[src/rtl/scan_snoop_pkg.sv]
package scan_snoop_pkg;
    localparam int PPU_AW = 14;
    localparam int CPU_AW = 16;
    localparam int DW     = 8;

    localparam logic [CPU_AW-1:0] A_PPUCTRL = 16'h2000;
    localparam logic [CPU_AW-1:0] A_PPUMASK = 16'h2001;
    localparam logic [CPU_AW-1:0] A_TARGET  = 16'h5203;
    localparam logic [CPU_AW-1:0] A_STATUS  = 16'h5204;
    localparam logic [CPU_AW-1:0] A_VEC_LO  = 16'hFFFA;

    localparam logic [PPU_AW-1:0] NT_FIRST = 14'h2000;
    localparam logic [PPU_AW-1:0] NT_LAST  = 14'h3EFF;
    localparam logic [PPU_AW-1:0] PREV_RST = 14'h3FFF;
    localparam logic [PPU_AW-1:0] PREV_CLR = 14'h0000;
    localparam logic [9:0]        ATTR_OFS = 10'h3C0;

    typedef enum logic [1:0] {
        MC_NONE,
        MC_ONE,
        MC_TWO,
        MC_MORE
    } match_e;

    function automatic logic in_nt(input logic [PPU_AW-1:0] a);
        return (a >= NT_FIRST) && (a <= NT_LAST);
    endfunction

    function automatic logic in_attr(input logic [PPU_AW-1:0] a);
        return a[9:0] >= ATTR_OFS;
    endfunction

    function automatic logic in_pattern(input logic [PPU_AW-1:0] a);
        return a < NT_FIRST;
    endfunction
endpackage

[src/rtl/scan_match.sv]
module scan_match
    import scan_snoop_pkg::*;
(
    input  logic              clk,
    input  logic              rst_n,
    input  logic              rd,
    input  logic [PPU_AW-1:0] addr,
    input  logic              clr,
    output logic              line_o
);
    typedef struct packed {
        logic [PPU_AW-1:0] prev;
        match_e            cnt;
    } mstate_t;

    mstate_t st_d, st_q;
    logic    nt_rd, same;

    always_comb begin
        nt_rd  = rd && in_nt(addr);
        same   = nt_rd && !in_attr(addr) && (addr == st_q.prev);
        line_o = same && (st_q.cnt == MC_ONE) && !clr;
        st_d   = st_q;
        if (clr) begin
            st_d.prev = PREV_CLR;
            st_d.cnt  = MC_NONE;
        end else if (nt_rd) begin
            st_d.prev = addr;
            if (same) begin
                case (st_q.cnt)
                    MC_NONE: st_d.cnt = MC_ONE;
                    MC_ONE:  st_d.cnt = MC_TWO;
                    default: st_d.cnt = MC_MORE;
                endcase
            end else begin
                st_d.cnt = MC_NONE;
            end
        end
    end

    always_ff @(posedge clk) begin
        if (!rst_n) begin
            st_q.prev <= PREV_RST;
            st_q.cnt  <= MC_NONE;
        end else begin
            st_q <= st_d;
        end
    end
endmodule

[src/rtl/scan_idle.sv]
module scan_idle #(
    parameter int IDLE_LIMIT = 3
) (
    input  logic clk,
    input  logic rst_n,
    input  logic ce,
    input  logic rd,
    output logic timeout_o
);
    localparam int IDLE_W = $clog2(IDLE_LIMIT + 1);
    localparam logic [IDLE_W-1:0] LAST = IDLE_W'(IDLE_LIMIT - 1);

    typedef struct packed {
        logic              seen;
        logic [IDLE_W-1:0] idle;
    } istate_t;

    istate_t st_d, st_q;

    always_comb begin
        st_d      = st_q;
        timeout_o = 1'b0;
        if (ce) begin
            st_d.seen = 1'b0;
            if (st_q.seen || rd) begin
                st_d.idle = '0;
            end else if (st_q.idle == LAST) begin
                st_d.idle = '0;
                timeout_o = 1'b1;
            end else begin
                st_d.idle = st_q.idle + 1'b1;
            end
        end else if (rd) begin
            st_d.seen = 1'b1;
        end
    end

    always_ff @(posedge clk) begin
        if (!rst_n) begin
            st_q <= '0;
        end else begin
            st_q <= st_d;
        end
    end
endmodule

[src/rtl/scan_fetch.sv]
module scan_fetch
    import scan_snoop_pkg::*;
#(
    parameter int FETCH_W   = 8,
    parameter int SPR_START = 64,
    parameter int SPR_END   = 81
) (
    input  logic              clk,
    input  logic              rst_n,
    input  logic              line,
    input  logic              rd,
    input  logic [PPU_AW-1:0] addr,
    input  logic              tall,
    output logic              spr_sel_o
);
    localparam logic [FETCH_W-1:0] CNT_MAX = '1;
    localparam logic [FETCH_W-1:0] AT_SPR  = FETCH_W'(SPR_START);
    localparam logic [FETCH_W-1:0] AT_BG   = FETCH_W'(SPR_END);

    typedef struct packed {
        logic [FETCH_W-1:0] cnt;
        logic               sel;
    } fstate_t;

    fstate_t            st_d, st_q;
    logic [FETCH_W-1:0] cnt_inc;

    always_comb begin
        st_d    = st_q;
        cnt_inc = (st_q.cnt == CNT_MAX) ? st_q.cnt : st_q.cnt + 1'b1;
        if (line) begin
            st_d.cnt = '0;
        end else if (rd && in_pattern(addr)) begin
            st_d.cnt = cnt_inc;
            if (tall && cnt_inc == AT_SPR) st_d.sel = 1'b1;
            if (tall && cnt_inc == AT_BG)  st_d.sel = 1'b0;
        end
    end

    assign spr_sel_o = st_q.sel;

    always_ff @(posedge clk) begin
        if (!rst_n) begin
            st_q <= '0;
        end else begin
            st_q <= st_d;
        end
    end
endmodule

[src/rtl/scan_snoop_top.sv]
module scan_snoop_top
    import scan_snoop_pkg::*;
#(
    parameter int LINE_W     = 9,
    parameter int FETCH_W    = 8,
    parameter int SPR_START  = 64,
    parameter int SPR_END    = 81,
    parameter int IDLE_LIMIT = 3
) (
    input  logic              clk,
    input  logic              rst_n,
    input  logic              cpu_ce,
    input  logic              ppu_rd,
    input  logic [PPU_AW-1:0] ppu_addr,
    input  logic              cpu_rd,
    input  logic              cpu_wr,
    input  logic [CPU_AW-1:0] cpu_addr,
    input  logic [DW-1:0]     cpu_wdata,
    output logic [DW-1:0]     cpu_rdata,
    output logic              irq_o,
    output logic              chr_spr_sel_o
);
    typedef struct packed {
        logic              in_frame;
        logic [LINE_W-1:0] line_cnt;
        logic [DW-1:0]     target;
        logic              pending;
        logic              irq_en;
        logic              tall;
    } tstate_t;

    tstate_t           st_d, st_q;
    logic              line_tick, idle_to, vec_rd, mask_off, stat_rd, frame_exit;
    logic [LINE_W-1:0] cnt_next;

    logic              in_frame_w, pending_w, irq_en_w;
    logic [LINE_W-1:0] line_cnt_w;

    assign vec_rd     = cpu_rd && (cpu_addr[CPU_AW-1:1] == A_VEC_LO[CPU_AW-1:1]);
    assign mask_off   = cpu_wr && (cpu_addr == A_PPUMASK) && (cpu_wdata[4:3] == 2'b00);
    assign stat_rd    = cpu_rd && (cpu_addr == A_STATUS);
    assign frame_exit = vec_rd || mask_off || idle_to;

    scan_match u_match (
        .clk    (clk),
        .rst_n  (rst_n),
        .rd     (ppu_rd),
        .addr   (ppu_addr),
        .clr    (frame_exit),
        .line_o (line_tick)
    );

    scan_idle #(.IDLE_LIMIT(IDLE_LIMIT)) u_idle (
        .clk       (clk),
        .rst_n     (rst_n),
        .ce        (cpu_ce),
        .rd        (ppu_rd),
        .timeout_o (idle_to)
    );

    scan_fetch #(
        .FETCH_W  (FETCH_W),
        .SPR_START(SPR_START),
        .SPR_END  (SPR_END)
    ) u_fetch (
        .clk       (clk),
        .rst_n     (rst_n),
        .line      (line_tick),
        .rd        (ppu_rd),
        .addr      (ppu_addr),
        .tall      (st_q.tall),
        .spr_sel_o (chr_spr_sel_o)
    );

    always_comb begin
        st_d     = st_q;
        cnt_next = st_q.line_cnt + 1'b1;
        if (stat_rd) st_d.pending = 1'b0;
        if (frame_exit) begin
            st_d.in_frame = 1'b0;
        end else if (line_tick) begin
            if (!st_q.in_frame) begin
                st_d.in_frame = 1'b1;
                st_d.line_cnt = '0;
            end else begin
                st_d.line_cnt = cnt_next;
                if (cnt_next == LINE_W'(st_q.target)) st_d.pending = 1'b1;
            end
        end
        if (cpu_wr) begin
            case (cpu_addr)
                A_TARGET:  st_d.target = cpu_wdata;
                A_STATUS:  st_d.irq_en = cpu_wdata[7];
                A_PPUCTRL: st_d.tall   = cpu_wdata[5];
                default: ;
            endcase
        end
    end

    always_ff @(posedge clk) begin
        if (!rst_n) begin
            st_q <= '0;
        end else begin
            st_q <= st_d;
        end
    end

    assign cpu_rdata  = stat_rd ? {st_q.pending, st_q.in_frame, {(DW-2){1'b0}}} : '0;
    assign irq_o      = st_q.pending && st_q.irq_en;
    assign in_frame_w = st_q.in_frame;
    assign pending_w  = st_q.pending;
    assign irq_en_w   = st_q.irq_en;
    assign line_cnt_w = st_q.line_cnt;
endmodule

[config.mk]
export PLATFORM = sky130hd
export DESIGN_NAME = scan_snoop_top
export DESIGN_NICKNAME = d
export VERILOG_FILES = /design/src/rtl/scan_snoop_pkg.sv /design/src/rtl/scan_match.sv /design/src/rtl/scan_idle.sv /design/src/rtl/scan_fetch.sv /design/src/rtl/scan_snoop_top.sv
export SDC_FILE = /design/constraint.sdc
export NUM_CORES = 1
export LEC_CHECK = 0
export CORE_ASPECT_RATIO = 1.4
export CORE_MARGIN = 2
export CORE_UTILIZATION = 50
export CTS_BUF_LIST = sky130_fd_sc_hd__clkbuf_8
export CTS_CLUSTER_SIZE = 30
export DETAILED_ROUTE_END_ITERATION = 12
export HOLD_SLACK_MARGIN = 0.02
export PLACE_DENSITY = 0.73
export RECOVER_POWER = 100
export SLEW_MARGIN = 25
export SYNTH_ARGS = -nofsm -noshare
export SYNTH_HDL_FRONTEND = slang
export SYNTH_SLANG_ARGS = --single-unit
[constraint.sdc]
create_clock -name clk -period 2.5 [get_ports clk]
set_clock_uncertainty 0.1 [all_clocks]
set_input_delay 0.25 -clock clk [delete_from_list [all_inputs] [get_ports clk]]
set_output_delay 0.25 -clock clk [all_outputs]
set_load 0.01 [all_outputs]
==> out/results.ini, run 1 <==
[synthesis]
async_flop_share_pct=0
ys_types=53
ys_seq_elements=49
synthMuxAreaShare_pct=9.73
syn_area_um2=2880
synth_compound_area_share_pct=12.4
synth_cells=349
synthFlopType=dfxtp_1
synth_top_family_by_area=simple AND/OR/NAND/NOR gates
yosys_warnings=0
avgSynthCellArea_um2=8.26
synthAdderAreaFrac_pct=0.868
seq_area_frac_synth_pct=34.0
synth_xor_area_share_pct=7.29
synth-simple-area-share_pct=31.0
synth_edf_count=0

[sta]
grt_setup_unrepaired=no
holdWs_ps=358
period_share_pct=93.9
setup_tns_ps=0
fmaxAchievable_ghz=0.426
hold_violations=0
fin_ws_ps=152
setup_viol=0
slew_headroom_pct=57.5
layout_min_cycle_time_ps=2350
maxSlewViolCount=0
tightest_slew_ps=638

[job]
cap_violations=0

[route]
first_iter_violations=175
wire_per_inst_um=13.8
finalWirelength_mm=6.80
antenna_left=0
drtPass1Iterations=5
num_vias=2707
vias_per_cell=5.49
drc_errors=0

[clock_tree]
cts.sinks=49
cts_tree=built
h-tree-depth=2
clk_latency_ps=300
cts_buffers=5
clk_path_buf_depth=2
clock-root-buffer=clkbuf_8
cts.clk_slew.worst_paths_ps=90

[pwr]
max-vdd-ir-drop_mv=0.314
p_seq_share_pct=49.9
pwr-share-comb_pct=13.7
pwr-share-clk_pct=36.4
p_int_mw=1.25
power_density_nw_per_um2=432
fin_total_pwr_mw=1.63
swShare_pct=23.2
power_leakage_nw=1.36
switchingPower_mw=0.377

[critical_path]
critical_path_required_ps=2150
cp_slowest_cell=clkdlybuf4s50_1
cp_slowest_stage_delay_ps=480
cp_max_fo=3
worst-setup-path-type=in -> out
crit_chain=clkdlybuf4s50_1, nor4_4, nand3_1, nor4_2, buf_4, and3_1, dlygate4sd2_1
startpoint_type=primary input
arrival_ps=2000
crit_path_end_kind=primary output
r2r_slack_ps=270

[placement]
placed_cells=484
place_hpwl_mm=5.14
dpl_worst_slack_ps=-256
numPortBuffers=47
routabilityCongestion=0.910
placed_cell_area_um2=3640

[global_route]
grt_pass1_vias=2615
overflow=0
grt_start_max_net_pins=30
antenna_found_initial=0
groute.usage.overall_pct=23.3
grt_pass1_wl_mm=11.7

[floorplan]
start_util_pct=52.2
die_h_um=93.8
die_x_um=68.2
dieArea_um2=6400
coreArea_um2=5530
ios=54
placementRows=32

[finish]
layoutNonFillerInstCount=493
final_cell_area_um2=3760
num_antenna_cells=0
mostFrequentLayoutCells=dfxtp_1, clkdlybuf4s50_1, nor2_1, buf_4, nand2_1
final_layout_size_suffix_gt1_share_pct=12.5
synthToLayoutAreaGrowth_pct=30.6
mostFrequentLayoutCell=dfxtp_1
utilization_pct=68.1
fin_nets=470

[status]
outcome=finished clean

[worst_hold_path]
min_path_type=reg -> reg

[sequential cells by signal, summed over array words and instances (netlist names)]
name,flops
in_frame_w,1
irq_en_w,1
line_cnt_w,9
pending_w,1
st_q,9
u_fetch.spr_sel_o,1
u_fetch.st_q,8
u_idle.st_q,3
u_match.st_q,16
[worst max-delay path, delay by kind of cell]
family	cells	cell delay [ps]
buffers and inverters	3	890
and+or+nand+nor	4	860
[layer usage]
metal  vias to the layer above  GRT usage [%]  routed length, um
li1                       1409              -                  -
met1                      1236           30.9               3100
met2                        60           38.8               3340
met3                         2           3.84                329
met4                         0           5.67                 25
met5                         -              0                  0
[Yosys cell counts (all sizes together) (2+ instances only)]
cell type,number,area (um2)
nand2b,9,56.3
clkbuf,13,48.8
xor2,10,87.6
and4,4,37.5
nand4,11,68.8
o21ai,21,105
buf,10,68.8
a21oi,13,76.3
nor2,31,116
and2,3,18.8
or4,2,15.0
dfxtp,49,981
nand3,18,90.1
and3,7,43.8
or3,2,12.5
xnor2,14,123
nor2b,11,68.8
inv,3,11.3
o311ai,2,17.5
nor4,12,96.3
ha,2,25.0
nand3b,3,22.5
nor3,13,65.1
a31oi,2,12.5
o221ai,3,26.3
or2,2,12.5
nand2,30,113
mux2i,28,280
a32o,4,40.0
[kinds of logic (layout without fill, tap and decap cells)]
family | count (synthesis) | count (layout)
AOI/OAI and AO/OA | 55 | 55
buffers and inverters | 26 | 97
adders and majority gates | 2 | 2
other | 1 | 6
DFF | 49 | 49
and+or+nand+nor | 164 | 164
muxes | 28 | 28
xor gates and xnor gates | 24 | 24
[timing repair]
item | 4_1_cts | 5_1_grt
hold buffers | 0 | 0
endpoints found under the hold margin | 0 | 0
gates resized for setup | 4 | 1
pin swaps | 1 | 0
endpoints found under the setup margin | 2 | 1
buffers inserted | 1 | 0
[power groups by stage]
stage	clock network (mW)	registers [mW]	logic, mW
floorplan	0	0.825	0.0983
global placement	0	0.828	0.219
detailed placement	0	0.829	0.222
CTS	0.610	0.811	0.225
global route	0.637	0.813	0.247
finish	0.592	0.811	0.223
[worst paths after layout]
| path | cells after the start | endpoint | from |
|---|---|---|---|
| max | 7 | cpu_rdata[7] | cpu_addr[10] |
| min | 2 | irq_en_w | irq_en_w |
| max reg2reg | 7 | u_fetch.spr_sel_o | u_fetch.st_q[1] |
| min reg2reg | 2 | irq_en_w | irq_en_w |
[final cells by class]
type	count	area, um2
Clock buffer	6	82.6
Clock inverter	2	37.5
Fill cell	480	1760
Inverter	3	11.3
Multi-Input combinational cell	279	1800
Sequential cell	49	981
Tap cell	68	85.1
Timing Repair Buffer	86	763
Note: power is estimated with default switching activity, not from simulation.
==> run 2, diff against run 1 <==
- PLACE_DENSITY: 0.73 -> 0.77
==> out/results.ini, run 2 (synthesis gave the netlist of run 1 again) <==
[finish]
num_antenna_cells=0
utilization_pct=66.3
layoutNonFillerInstCount=485
final_cell_area_um2=3660
mostFrequentLayoutCell=dfxtp_1
synthToLayoutAreaGrowth_pct=27.2
largest_reg_flops=16
top_register=u_match.st_q
fin_nets=463
final_layout_size_suffix_gt1_share_pct=10.1
mostFrequentLayoutCells=dfxtp_1, clkdlybuf4s50_1, nor2_1

[placement]
placed_cells=478
place_hpwl_mm=5.53
numPortBuffers=47
routabilityCongestion=0.876
placed_cell_area_um2=3590

[global_route]
grt_pass1_wl_mm=11.4
grt_start_max_net_pins=30
groute.usage.overall_pct=23.3
grt_pass1_vias=2667
antenna_found_initial=0
overflow=0

[critical_path]
startpoint_type=primary input
r2r_slack_ps=280
critical_path_required_ps=2150
r2r_end=pending_w
cp_max_fo=3
worstRegToRegCells=6
crit_path_end_kind=primary output
worst-setup-path-type=in -> out
arrival_ps=2030
r2r-start=line_cnt_w[0]

[sta]
period_share_pct=95.3
slew_headroom_pct=56.4
fmaxAchievable_ghz=0.420
setup_tns_ps=0
layout_min_cycle_time_ps=2380
setup_viol=0
tightest_slew_ps=654
grt_setup_unrepaired=no
hold_violations=0
maxSlewViolCount=0

[clock_tree]
h-tree-depth=2
cts_tree=built
cts.sinks=49
clock-root-buffer=clkbuf_8
cts_buffers=5
clk_path_buf_depth=2
clk_latency_ps=300
cts.clk_slew.worst_paths_ps=80
ctsHoldBuffers=0

[worst_hold_path]
hold_depth=2
hold_start=irq_en_w
min_to=irq_en_w
min_path_type=reg -> reg

[pwr]
swShare_pct=24.2
max-vdd-ir-drop_mv=0.407
p_int_mw=1.14
fin_total_pwr_mw=1.50
power_leakage_nw=1.31
pwr-share-clk_pct=31.4
p_seq_share_pct=54.2
power_density_nw_per_um2=409
pwr-share-comb_pct=14.4
switchingPower_mw=0.363

[floorplan]
dieArea_um2=6400
coreArea_um2=5530
die_h_um=93.8
start_util_pct=52.2
placementRows=32
ios=54
die_x_um=68.2

[status]
outcome=finished clean

[route]
num_vias=2749
finalWirelength_mm=7.01
vias_per_cell=5.67
first_iter_violations=153
drc_errors=0
drtPass1Iterations=5
antenna_left=0
wire_per_inst_um=14.4

[job]
cap_violations=0

run 2: area by class of cell:
type                       count  area [um2]
fill                         499        1860
multi-input combinational    279        1800
sequential                    49         981
timing repair buffer          79         702
tap                           68        85.1
clock buffer                   6        82.6
inverter                       3        11.3
clock inverter                 1        3.75
run 2: per-layer routing:
metal	routed length [um]	up-vias	global-route usage [%]
met4	193	0	11.0
met1	2810	1276	24.8
met2	3700	59	41.4
li1	-	1397	-
met3	295	17	5.76
met5	0	-	0
run 2: worst max path at each step:
stage,from,endpoint,slack [ps],cells past startpoint
final,cpu_addr[14],cpu_rdata[6],120,7
after floorplan,ppu_addr[11],u_fetch.st_q[7],370,7
after detailed placement,cpu_addr[6],cpu_rdata[6],-230,7
after CTS,cpu_addr[14],cpu_rdata[6],110,7
after global routing,cpu_addr[9],cpu_rdata[6],10,7
after global placement,cpu_addr[6],cpu_rdata[6],-220,7
run 2: metrics by stage:
step	setup WS [ps]	hold slack [ps]
2_1_floorplan	367	229
3_3_place_gp	-218	349
3_5_place_dp	-228	369
4_1_cts	112	383
5_1_grt	13.4	404
6_report	118	372
run 2: power by group through the flow:
| stage | Combinational, mW | Clock (mW) | Sequential, mW |
|---|---|---|---|
| after floorplan | 0.0983 | 0 | 0.825 |
| after global placement | 0.213 | 0 | 0.829 |
| after detailed placement | 0.217 | 0 | 0.830 |
| after CTS | 0.219 | 0.486 | 0.812 |
| after global routing | 0.236 | 0.503 | 0.814 |
| final | 0.215 | 0.471 | 0.812 |
run 2: worst max-delay path, stage by stage:
cell             delay, ps
clkdlybuf4s50_1        480
nand3_1                100
or3b_4                 400
nor4_4                 200
clkbuf_1               170
and3_1                 160
dlygate4sd2_1          270
run 2: repair_timing:
action	in CTS	in global routing
pin swaps	0	1
setup buffers	0	0
resized for setup	4	3
setup endpoints to repair	2	1
